## config.mk

```make
export PLATFORM = sky130hd
export DESIGN_NAME = ecc_err_log
export DESIGN_NICKNAME = d
export VERILOG_FILES = /design/src/rtl/ecc_log_pkg.sv /design/src/rtl/ecc_key_guard.sv /design/src/rtl/ecc_err_track.sv /design/src/rtl/ecc_err_log.sv
export SDC_FILE = /design/constraint.sdc
export NUM_CORES = 1
export LEC_CHECK = 0
export BUFFER_PORTS_ARGS = -buffer_cell sky130_fd_sc_hd__buf_2
export CAP_MARGIN = 20
export CELL_PAD_IN_SITES_DETAIL_PLACEMENT = 0
export CELL_PAD_IN_SITES_GLOBAL_PLACEMENT = 1
export CORE_UTILIZATION = 37
export CTS_BUF_LIST = sky130_fd_sc_hd__clkbuf_8 sky130_fd_sc_hd__clkbuf_16
export DETAILED_ROUTE_END_ITERATION = 16
export HOLD_SLACK_MARGIN = 0.05
export PLACE_DENSITY_LB_ADDON = 0.1
export SLEW_MARGIN = 20
export SYNTH_ARGS = -nofsm -noshare
export SYNTH_HDL_FRONTEND = slang
export SYNTH_SLANG_ARGS = --single-unit
```

## constraint.sdc

```tcl
create_clock -name clk -period 1.9 [get_ports clk]
set_input_delay 0.285 -clock clk [delete_from_list [all_inputs] [get_ports clk]]
set_output_delay 0.285 -clock clk [all_outputs]
set_load 0.02 [all_outputs]
```

## src/rtl/ecc_log_pkg.sv

```systemverilog
package ecc_log_pkg;
  localparam int          WORD_W     = 32;
  localparam logic [31:0] UNLOCK_KEY = 32'hFC60_0309;

  // byte offsets of the register set
  localparam int OFS_KEY   = 'h00;
  localparam int OFS_CFG   = 'h04;
  localparam int OFS_CTL   = 'h50;
  localparam int OFS_UEADR = 'h58;
  localparam int OFS_CEADR = 'h5C;

  // field positions decoded by software
  localparam int CFG_ECC_BIT  = 7;
  localparam int CFG_DDR4_BIT = 4;
  localparam int CTL_CLR_BIT  = 31;
  localparam int CTL_CE_LSB   = 16;
  localparam int CTL_UE_LSB   = 12;
  localparam int CTL_IEN_W    = 2;
endpackage

```

## src/rtl/ecc_key_guard.sv

```systemverilog
module ecc_key_guard #(
  parameter int           W   = 32,
  parameter logic [W-1:0] KEY = '0
) (
  input  logic         clk,
  input  logic         rst_n,
  input  logic         key_wr,
  input  logic [W-1:0] key_data,
  output logic         open
);
  always_ff @(posedge clk) begin
    if (!rst_n)      open <= 1'b0;
    else if (key_wr) open <= (key_data == KEY);
  end


  key_open_chk: assert property (@(posedge clk) disable iff (!rst_n)
    (key_wr && key_data == KEY) |=> open);

  key_close_chk: assert property (@(posedge clk) disable iff (!rst_n)
    (key_wr && key_data != KEY) |=> !open);

  key_hold_chk: assert property (@(posedge clk) disable iff (!rst_n)
    !key_wr |=> $stable(open));
endmodule

```

## src/rtl/ecc_err_track.sv

```systemverilog
module ecc_err_track #(
  parameter int CNT_W      = 8,
  parameter int ADDR_W     = 32,
  parameter bit KEEP_FIRST = 1'b0
) (
  input  logic              clk,
  input  logic              rst_n,
  input  logic              clr,
  input  logic              hit,
  input  logic [ADDR_W-1:0] hit_addr,
  output logic [CNT_W-1:0]  cnt,
  output logic [ADDR_W-1:0] addr
);
  localparam logic [CNT_W-1:0] CNT_MAX = '1;

  logic capture;

  generate
    if (KEEP_FIRST) begin : g_first
      assign capture = (cnt == '0);
    end else begin : g_latest
      assign capture = 1'b1;
    end
  endgenerate

  always_ff @(posedge clk) begin
    if (!rst_n || clr) begin
      cnt  <= '0;
      addr <= '0;
    end else if (hit) begin
      if (cnt != CNT_MAX) cnt <= cnt + 1'b1;
      if (capture)        addr <= hit_addr;
    end
  end


  clr_zero_chk: assert property (@(posedge clk) disable iff (!rst_n)
    clr |=> (cnt == '0 && addr == '0));

  sat_hold_chk: assert property (@(posedge clk) disable iff (!rst_n)
    (cnt == CNT_MAX && !clr) |=> cnt == CNT_MAX);

  step_chk: assert property (@(posedge clk) disable iff (!rst_n)
    (hit && !clr && cnt != CNT_MAX) |=> cnt == $past(cnt) + 1'b1);

  generate
    if (KEEP_FIRST) begin : g_first_chk

      first_keep_chk: assert property (@(posedge clk) disable iff (!rst_n)
        (!clr && cnt != '0) |=> $stable(addr));
    end else begin : g_latest_chk

      last_take_chk: assert property (@(posedge clk) disable iff (!rst_n)
        (hit && !clr) |=> addr == $past(hit_addr));
    end
  endgenerate
endmodule

```

## src/rtl/ecc_err_log.sv

```systemverilog
module ecc_err_log
  import ecc_log_pkg::*;
#(
  parameter int OFS_W      = 8,
  parameter int CE_CNT_W   = 8,
  parameter int UE_CNT_W   = 4,
  parameter int ERR_ADDR_W = 32
) (
  input  logic                  clk,
  input  logic                  rst_n,
  input  logic                  bus_wr,
  input  logic                  bus_rd,
  input  logic [OFS_W-1:0]      bus_ofs,
  input  logic [31:0]           bus_wdata,
  output logic [31:0]           bus_rdata,
  input  logic                  ce_pulse,
  input  logic [ERR_ADDR_W-1:0] ce_addr,
  input  logic                  ue_pulse,
  input  logic [ERR_ADDR_W-1:0] ue_addr,
  output logic                  ecc_on,
  output logic                  dram_ddr4,
  output logic                  irq
);
  localparam logic [OFS_W-1:0] A_KEY = OFS_W'(OFS_KEY);
  localparam logic [OFS_W-1:0] A_CFG = OFS_W'(OFS_CFG);
  localparam logic [OFS_W-1:0] A_CTL = OFS_W'(OFS_CTL);
  localparam logic [OFS_W-1:0] A_UEA = OFS_W'(OFS_UEADR);
  localparam logic [OFS_W-1:0] A_CEA = OFS_W'(OFS_CEADR);

  logic                  unlocked;
  logic                  wr_ok;
  logic                  clr_bit;
  logic [CTL_IEN_W-1:0]  ien;
  logic [CE_CNT_W-1:0]   ce_cnt;
  logic [UE_CNT_W-1:0]   ue_cnt;
  logic [ERR_ADDR_W-1:0] ce_last;
  logic [ERR_ADDR_W-1:0] ue_first;
  logic [WORD_W-1:0]     rd_val;

  ecc_key_guard #(.W(WORD_W), .KEY(UNLOCK_KEY)) u_guard (
    .clk      (clk),
    .rst_n    (rst_n),
    .key_wr   (bus_wr && bus_ofs == A_KEY),
    .key_data (bus_wdata),
    .open     (unlocked)
  );

  assign wr_ok = bus_wr && unlocked;

  always_ff @(posedge clk) begin
    if (!rst_n) begin
      ecc_on    <= 1'b0;
      dram_ddr4 <= 1'b0;
      clr_bit   <= 1'b0;
      ien       <= '0;
    end else if (wr_ok) begin
      if (bus_ofs == A_CFG) begin
        ecc_on    <= bus_wdata[CFG_ECC_BIT];
        dram_ddr4 <= bus_wdata[CFG_DDR4_BIT];
      end
      if (bus_ofs == A_CTL) begin
        clr_bit <= bus_wdata[CTL_CLR_BIT];
        ien     <= bus_wdata[CTL_IEN_W-1:0];
      end
    end
  end

  ecc_err_track #(.CNT_W(CE_CNT_W), .ADDR_W(ERR_ADDR_W), .KEEP_FIRST(1'b0)) u_ce (
    .clk      (clk),
    .rst_n    (rst_n),
    .clr      (clr_bit),
    .hit      (ce_pulse && ecc_on),
    .hit_addr (ce_addr),
    .cnt      (ce_cnt),
    .addr     (ce_last)
  );

  ecc_err_track #(.CNT_W(UE_CNT_W), .ADDR_W(ERR_ADDR_W), .KEEP_FIRST(1'b1)) u_ue (
    .clk      (clk),
    .rst_n    (rst_n),
    .clr      (clr_bit),
    .hit      (ue_pulse && ecc_on),
    .hit_addr (ue_addr),
    .cnt      (ue_cnt),
    .addr     (ue_first)
  );

  always_comb begin
    rd_val = '0;
    case (bus_ofs)
      A_KEY: rd_val[0] = unlocked;
      A_CFG: begin
        rd_val[CFG_ECC_BIT]  = ecc_on;
        rd_val[CFG_DDR4_BIT] = dram_ddr4;
      end
      A_CTL: begin
        rd_val[CTL_CLR_BIT]               = clr_bit;
        rd_val[CTL_CE_LSB +: CE_CNT_W]    = ce_cnt;
        rd_val[CTL_UE_LSB +: UE_CNT_W]    = ue_cnt;
        rd_val[CTL_IEN_W-1:0]             = ien;
      end
      A_UEA: rd_val = WORD_W'(ue_first);
      A_CEA: rd_val = WORD_W'(ce_last);
      default: rd_val = '0;
    endcase
  end

  always_ff @(posedge clk) begin
    if (!rst_n)      bus_rdata <= '0;
    else if (bus_rd) bus_rdata <= rd_val;
  end

  assign irq = (ien[0] && ce_cnt != '0) || (ien[1] && ue_cnt != '0);


  locked_wr_chk: assert property (@(posedge clk) disable iff (!rst_n)
    (bus_wr && !unlocked) |=> $stable({ecc_on, dram_ddr4, clr_bit, ien}));

  off_ignore_chk: assert property (@(posedge clk) disable iff (!rst_n)
    (!ecc_on && !clr_bit) |=> $stable({ce_cnt, ue_cnt, ce_last, ue_first}));

  irq_quiet_chk: assert property (@(posedge clk) disable iff (!rst_n)
    (ce_cnt == '0 && ue_cnt == '0) |-> !irq);

  rd_hold_chk: assert property (@(posedge clk) disable iff (!rst_n)
    !bus_rd |=> $stable(bus_rdata));
endmodule

```

==> impl_metrics.toml, run 1 <==
[run_status]
status = "complete, but fails checks"
violations = "negative setup slack"

[layout]
fin_nets = 853
layout_commonest_cell = "nand2_1"
final_cell_area_um2 = 6410
syn_to_final_growth_pct = 30.3
final_cell_mix = "170 x nand2_1, 144 x buf_2, 113 x dfxtp_1"
drive_above_1_share = 0.289

[grt]
grt_pass1_wl_um = 22900
grt_pass1_vias = 4459
grt_usage = 0.228
grt-ovfl-total = 0
grt_max_degree = 52
antenna_found_initial = 1

[critical_path]
crit_end = "irq"
r2r_end = "u_ce.cnt[7]$_SDFFE_PP0P_"
crit_arrival_ns = 1.85
r2r-start = "u_ce.cnt[0]$_SDFFE_PP0P_"
setup.worst_path.class = "reg -> out"
cp.required_ns = 1.62
rr_worst_depth = 6
cp-startpoint = "u_ce.cnt[1]$_SDFFE_PP0P_"
r2r_setup_slack_ns = 0.15
cp-end-kind = "output pin"
critical_path.startpoint_type = "flip-flop"
crit_fanout = 6

[floorplan]
die_w_um = 117
fp-row-count = 41
num_io_pins = 145
die_height_um = 117
start_util = 0.385
core_area_um2 = 12800
die-area_um2 = 13700

[timing]
maxSlewViolCount = 0
fin_crit_sh = 1.12
skew_ns = 0.00684
fmax_ghz = 0.468
hold_ws_ns = 0.0999
tightest_slew_ns = 0.549
fin_ws_ns = -0.237
hold_viol = 0
relSlewSlack = 0.633
fin_setup_tns_ns = -0.237
setup_viol = 1
min_period_ns = 2.14
rsz0062_at_grt = "yes"

[drt]
drc_errors = 0
wl_um = 14800
first_iter_violations = 219
vias = 4710
ant_nets = 0
wl_per_cell_um = 16.0
firstDrtPassIters = 6
drt-vias-per-instance = 5.10

[synth]
synthFlopType = "dfxtp_1"
synth_top_area_frac = 0.464
synthTopCellsByArea = "dfxtp_1 46%, nand2_1 13%, a21oi_1 6.8%"
ys_types = 52
synth_fp_nets = 714
avgSynthCellArea_um2 = 8.19
ys_seq_area_frac = 0.464
synthArstFlopShare = 0
yosysTopAreaCell = "dfxtp_1"
synth_warnings = 0
synthCells = 600
yosys_register_bits = 114
synth-edff-count = 0
syn_area_um2 = 4910

[power_and_ir_drop]
p_leak_uw = 0.00253
internal-power_uw = 4430
combPwrFrac = 0.053
clock_power_share = 0.520
ir_drop_mv = 0.556
swShare = 0.218
p_per_area_nw_per_um2 = 885
switching_power_uw = 1240
pwr-share-seq = 0.427

[clock_network]
ctsLongestPathBuffers = 2
clk_pin_slew_worst_paths_ns = 0.05
cts_htree_levels = 4
cts_root_buffer = "clkbuf_16"
clock_latency_ns = 0.42
cts_buffers = 17
clkSinkCount = 114
cts_tree = "done"

[place]
hpwlAfterDp_um = 10100
place_area_um2 = 5830
port_buffers = 144
gp_congestion = 0.832

[run]
maxCapViolations = 0

[hold_path]
holdCritPathClass = "in -> reg"
## worst min path at each step
| stage | to | cells after the start | start |
|---|---|---|---|
| after global routing | u_ce.addr[16]$_SDFFE_PP0P_ | 3 | ce_addr[16] |
| after detailed placement | u_ce.addr[2]$_SDFFE_PP0P_ | 2 | u_ce.addr[2]$_SDFFE_PP0P_ |
| after floorplan | u_ce.addr[12]$_SDFFE_PP0P_ | 2 | ce_addr[12] |
| after CTS | u_ce.addr[17]$_SDFFE_PP0P_ | 3 | ce_addr[17] |
| after global placement | u_ce.addr[19]$_SDFFE_PP0P_ | 2 | u_ce.addr[19]$_SDFFE_PP0P_ |
| final | u_ce.addr[8]$_SDFFE_PP0P_ | 3 | ce_addr[8] |
## stage by stage
stage,std cells,power (µW),worst slack [ns],utilization
2_1_floorplan,600,2590,0.258,-
3_3_place_gp,892,2770,0.150,0.457
3_5_place_dp,892,2770,0.0914,0.457
4_1_cts,922,5730,-0.259,0.500
5_1_grt,922,5860,-0.315,0.501
6_report,923,5670,-0.237,0.502
## cell type report
type                            instances  area (µm²)
Fill cell                            1265        6370
Multi-Input combinational cell        422        2380
Sequential cell                       114        2280
Timing Repair Buffer                  163         901
Clock buffer                           21         480
Tap cell                              172         215
Inverter                               21        78.8
Clock inverter                          9        66.3
Antenna cell                            1        2.50
## cells in the mapped netlist, types with 3 or more instances
| library cell | n |
|---|---|
| o22ai_1 | 15 |
| buf_6 | 3 |
| mux2_2 | 16 |
| buf_2 | 10 |
| dfxtp_1 | 114 |
| nand2_1 | 170 |
| ha_1 | 4 |
| o21ai_0 | 18 |
| nor2b_1 | 6 |
| clkbuf_1 | 24 |
| and3_1 | 3 |
| and2_1 | 19 |
| nor4b_1 | 3 |
| nor4_1 | 4 |
| a21oi_1 | 67 |
| inv_1 | 21 |
| nor4bb_1 | 3 |
| xnor2_1 | 5 |
| a22oi_1 | 14 |
| a31oi_1 | 19 |
| nand3_1 | 4 |
| mux2i_1 | 7 |
| nor2_1 | 11 |
| nand4_1 | 4 |
| buf_1 | 4 |
## power by group through the flow
stage / registers (µW) / logic [µW] / clock network (µW)
6_report: 2420 / 301 / 2950
5_1_grt: 2420 / 330 / 3110
4_1_cts: 2420 / 305 / 3010
3_5_place_dp: 2470 / 303 / 0
3_3_place_gp: 2470 / 299 / 0
2_1_floorplan: 2490 / 98.4 / 0
## worst max-delay path: stages, from the launching register on
cell and delay, ns:
dfxtp_2 0.34, inv_1 0.07, ha_1 0.13, or4b_4 0.45, o41ai_2 0.20, nand2_1 0.08, buf_2 0.16
## metal layers
| layer | vias to the layer above | track usage | wire length (µm) |
|---|---|---|---|
| met3 | 18 | 0.0546 | 982 |
| met5 | - | 0 | 0 |
| met2 | 162 | 0.370 | 6720 |
| met1 | 2186 | 0.292 | 6880 |
| li1 | 2344 | - | - |
| met4 | 0 | 0.0886 | 223 |
## state kept, by name, summed over array words and instances (netlist names)
register	count
u_ce.addr	32
u_ce.cnt	8
ien	2
ecc_on	1
dram_ddr4	1
clr_bit	1
u_ue.addr	32
u_guard.open	1
u_ue.cnt	4
bus_rdata	32
## cells by family (layout without fill, tap and decap cells)
group / after synthesis / count (layout) / synth area share
and+or+nand+nor: 242 / 242 / 0.229
AOI/OAI and AO/OA: 147 / 147 / 0.177
buffers and inverters: 64 / 214 / 0.0575
DFF: 114 / 114 / 0.464
muxes: 23 / 23 / 0.0509
other: 0 / 1 / 0
adders and majority gates: 4 / 4 / 0.0102
xor gates and xnor gates: 6 / 6 / 0.0107
## timing repair
action | in CTS | in global routing
buffers inserted | 0 | 0
endpoints found under the setup margin | 1 | 2
resized for setup | 3 | 1
hold buffers | 0 | 0
Note: power is estimated with default switching activity, not from simulation.
==> run 2: changes to the inputs <==
--- a/config.mk
+++ b/config.mk
@@ -5,11 +5,13 @@
 export SDC_FILE = /design/constraint.sdc
 export NUM_CORES = 1
 export LEC_CHECK = 0
+export ABC_AREA = 1
 export BUFFER_PORTS_ARGS = -buffer_cell sky130_fd_sc_hd__buf_2
 export CAP_MARGIN = 20
 export CELL_PAD_IN_SITES_DETAIL_PLACEMENT = 0
 export CELL_PAD_IN_SITES_GLOBAL_PLACEMENT = 1
-export CORE_UTILIZATION = 37
+export CORE_MARGIN = 5
+export CORE_UTILIZATION = 36
 export CTS_BUF_LIST = sky130_fd_sc_hd__clkbuf_8 sky130_fd_sc_hd__clkbuf_16
 export DETAILED_ROUTE_END_ITERATION = 16
 export HOLD_SLACK_MARGIN = 0.05
==> run 2 against run 1 <==
Highest routed layer unchanged. Largest power group unchanged. Power increased by 3.9%. Design area is 2.0% higher. Sequential cell count did not move. The run now ends clean. Critical endpoint unchanged. Clock power grew 6%. Area after synthesis up 2.5%. First-iteration DRC count up 27%. Wire length grew 0.26%. Critical path type unchanged.
==> impl_metrics.toml, run 2 <==
[critical_path]
slowest_stage = "dfxtp_1"
setup.worst_path.class = "reg -> out"
crit_family = "flip-flops"
critical_path.startpoint_type = "flip-flop"
cpPeakStageDelay_ns = 0.33
crit_fanout = 4
crit_arrival_ns = 1.55
cp-end-kind = "output pin"
crit_buf_inv = 2
cp.required_ns = 1.62
cp_cell_sequence = "inv_2 > ha_1 > nand4_1 > o41ai_2 > nand2_1 > buf_2"

[grt]
grt_max_degree = 65
grt-ovfl-total = 0
grt_pass1_wl_um = 24200
grt_pass1_vias = 4826
grt_usage = 0.185
antenna_found_initial = 1

[layout]
syn_to_final_growth_pct = 29.8
instances_no_fill = 1040
layout_commonest_cell = "buf_2"
fin_nets = 960
fillers = 1486
drive_above_1_share = 0.241
reg_top3 = "bus_rdata (32), u_ce.addr (32), u_ue.addr (32)"
final_cell_mix = "144 x buf_2, 114 x dfxtp_1, 113 x nor2_1"

[synth]
synth_warnings = 0
yosys_register_bits = 114
avgSynthCellArea_um2 = 7.14
synthArstFlopShare = 0
ys_types = 31
synthFlopType = "dfxtp_1"
synth_fp_nets = 819
synth_adder_area_share = 0.00994
synth-compound-area-share = 0.188
yosysTopAreaCell = "dfxtp_1"
synth_xor_area_frac = 0.00522
synthMuxAreaShare = 0
synthMostInstantiatedCell = "dfxtp_1"
synth-simple-area-share = 0.246
synth_top_area_frac = 0.453
synth_common_cells = "114 x dfxtp_1, 113 x nor2_1, 92 x o21ai_0"
synthTopCellsByArea = "dfxtp_1 45%, o21ai_0 9.1%, nor2_1 8.4%"
synthCells = 705
synth-edff-count = 0
ys_seq_area_frac = 0.453
syn_area_um2 = 5040
synth_top_family_by_area = "simple AND/OR/NAND/NOR gates"

[drt]
met1_length_um = 6970
drc_errors = 0
wl_per_cell_um = 14.3
vias = 4891
drt-vias-per-instance = 4.70
ant_nets = 0
first_iter_violations = 279
wl_um = 14800
wl_met2_um = 6860
firstDrtPassIters = 4
routed.top_layer = "met4"
met3_length_um = 782

[timing]
fin_crit_sh = 0.967
tightest_slew_ns = 0.534
skew_ns = 0.00791
hold_viol = 0
rsz0062_at_grt = "yes"
maxSlewViolCount = 0
fin_setup_tns_ns = 0
setup_viol = 0
min_period_ns = 1.84
relSlewSlack = 0.643
fmax_ghz = 0.544

[power_and_ir_drop]
swShare = 0.219
internal-power_uw = 4600
p_per_area_nw_per_um2 = 901
pwr-share-seq = 0.411
combPwrFrac = 0.058
totalPowerFinal_uw = 5890
switching_power_uw = 1290
p_leak_uw = 0.00290
ir_drop_mv = 0.585
clock_power_share = 0.531

[place]
placed_cells = 1007
gp_congestion = 0.799
port_buffers = 144
hpwlAfterDp_um = 10900

[clock_network]
cts_buffers = 17
cts_root_buffer = "clkbuf_16"
cts_hold_buf = 0
cts_tree = "done"
clock_latency_ns = 0.41
clk_pin_slew_worst_paths_ns = 0.05
cts_htree_levels = 4
ctsLongestPathBuffers = 2
clkSinkCount = 114

[floorplan]
core_area_um2 = 13800
die-area_um2 = 16500
die_w_um = 128
die_height_um = 128
num_io_pins = 145
fp-row-count = 43
start_util = 0.366

[run_status]
status = "completed"

[hold_path]
holdCritPathClass = "in -> reg"

[run]
maxCapViolations = 0
## run 2: cell types whose count changed after synthesis, sizes merged, moves of 18 or more
cell	before	now
a31oi	19	1
inv	21	81
nor2	11	118
nand2	170	86
nand3	5	60
o21ai	18	110
and2	19	0
## run 2: timing repair
item / in CTS / in global routing
setup endpoints to repair: 1 / 1
gates resized for setup: 1 / 2
setup buffers: 0 / 0
## run 2: cell families (layout without fill, tap and decap cells)
group | count (synthesis) | in the layout
other | 0 | 1
AOI/OAI and AO/OA | 186 | 186
and+or+nand+nor | 279 | 279
buffers and inverters | 119 | 273
adders and majority gates | 4 | 4
xor gates and xnor gates | 3 | 3
DFF | 114 | 114
## run 2: power groups by stage
stage                     clock network, µW  registers (µW)  logic (µW)
final                                  3130            2420         341
after global placement                    0            2470         340
after CTS                              3180            2420         345
after detailed placement                  0            2470         344
after floorplan                           0            2480         142
after global routing                   3300            2420         383
## run 2: routing by layer
| metal | GRT usage | up-vias |
|---|---|---|
| met2 | 0.293 | 115 |
| met5 | 0 | - |
| met4 | 0.0655 | 0 |
| li1 | - | 2582 |
| met1 | 0.249 | 2176 |
| met3 | 0.0400 | 18 |
## run 2: per-stage QoR
| stage | setup slack (ns) | area (µm²) | util | hold slack [ns] |
|---|---|---|---|---|
| 6_report | 0.0620 | 6540 | 0.474 | 0.126 |
| 5_1_grt | -0.0390 | 6540 | 0.474 | 0.141 |
| 4_1_cts | 0.00949 | 6530 | 0.474 | 0.114 |
| 3_5_place_dp | 0.161 | 5930 | 0.431 | 0.437 |
| 3_3_place_gp | 0.215 | 5930 | 0.431 | 0.431 |
| 2_1_floorplan | 0.565 | 5040 | - | 0.421 |
## run 2: area by class of cell
type | instances | area, µm² | area share
Antenna cell | 1 | 2.50 | 0.000383
Tap cell | 180 | 225 | 0.0345
Clock inverter | 11 | 113 | 0.0172
Clock buffer | 21 | 480 | 0.0735
Sequential cell | 114 | 2280 | 0.349
Multi-Input combinational cell | 472 | 2270 | 0.347
Inverter | 82 | 308 | 0.0471
Timing Repair Buffer | 159 | 858 | 0.131
## run 2: final timing paths
check,startpoint,end,slack (ns),cells after the start
worst max register to register,u_ce.cnt[1]$_SDFFE_PP0P_,u_ce.cnt[5]$_SDFFE_PP0P_,0.32,10
worst max-delay path,u_ce.cnt[0]$_SDFFE_PP0P_,irq,0.06,6
worst min-delay path,ce_addr[5],u_ce.addr[5]$_SDFFE_PP0P_,0.13,3
worst min register to register,u_ue.addr[18]$_SDFFE_PP0P_,u_ue.addr[18]$_SDFFE_PP0P_,0.44,2
## run 2: tightest hold or removal path: stages
cell     delay (ns)
buf_2          0.07
o21ai_0        0.07
nor2_1         0.08
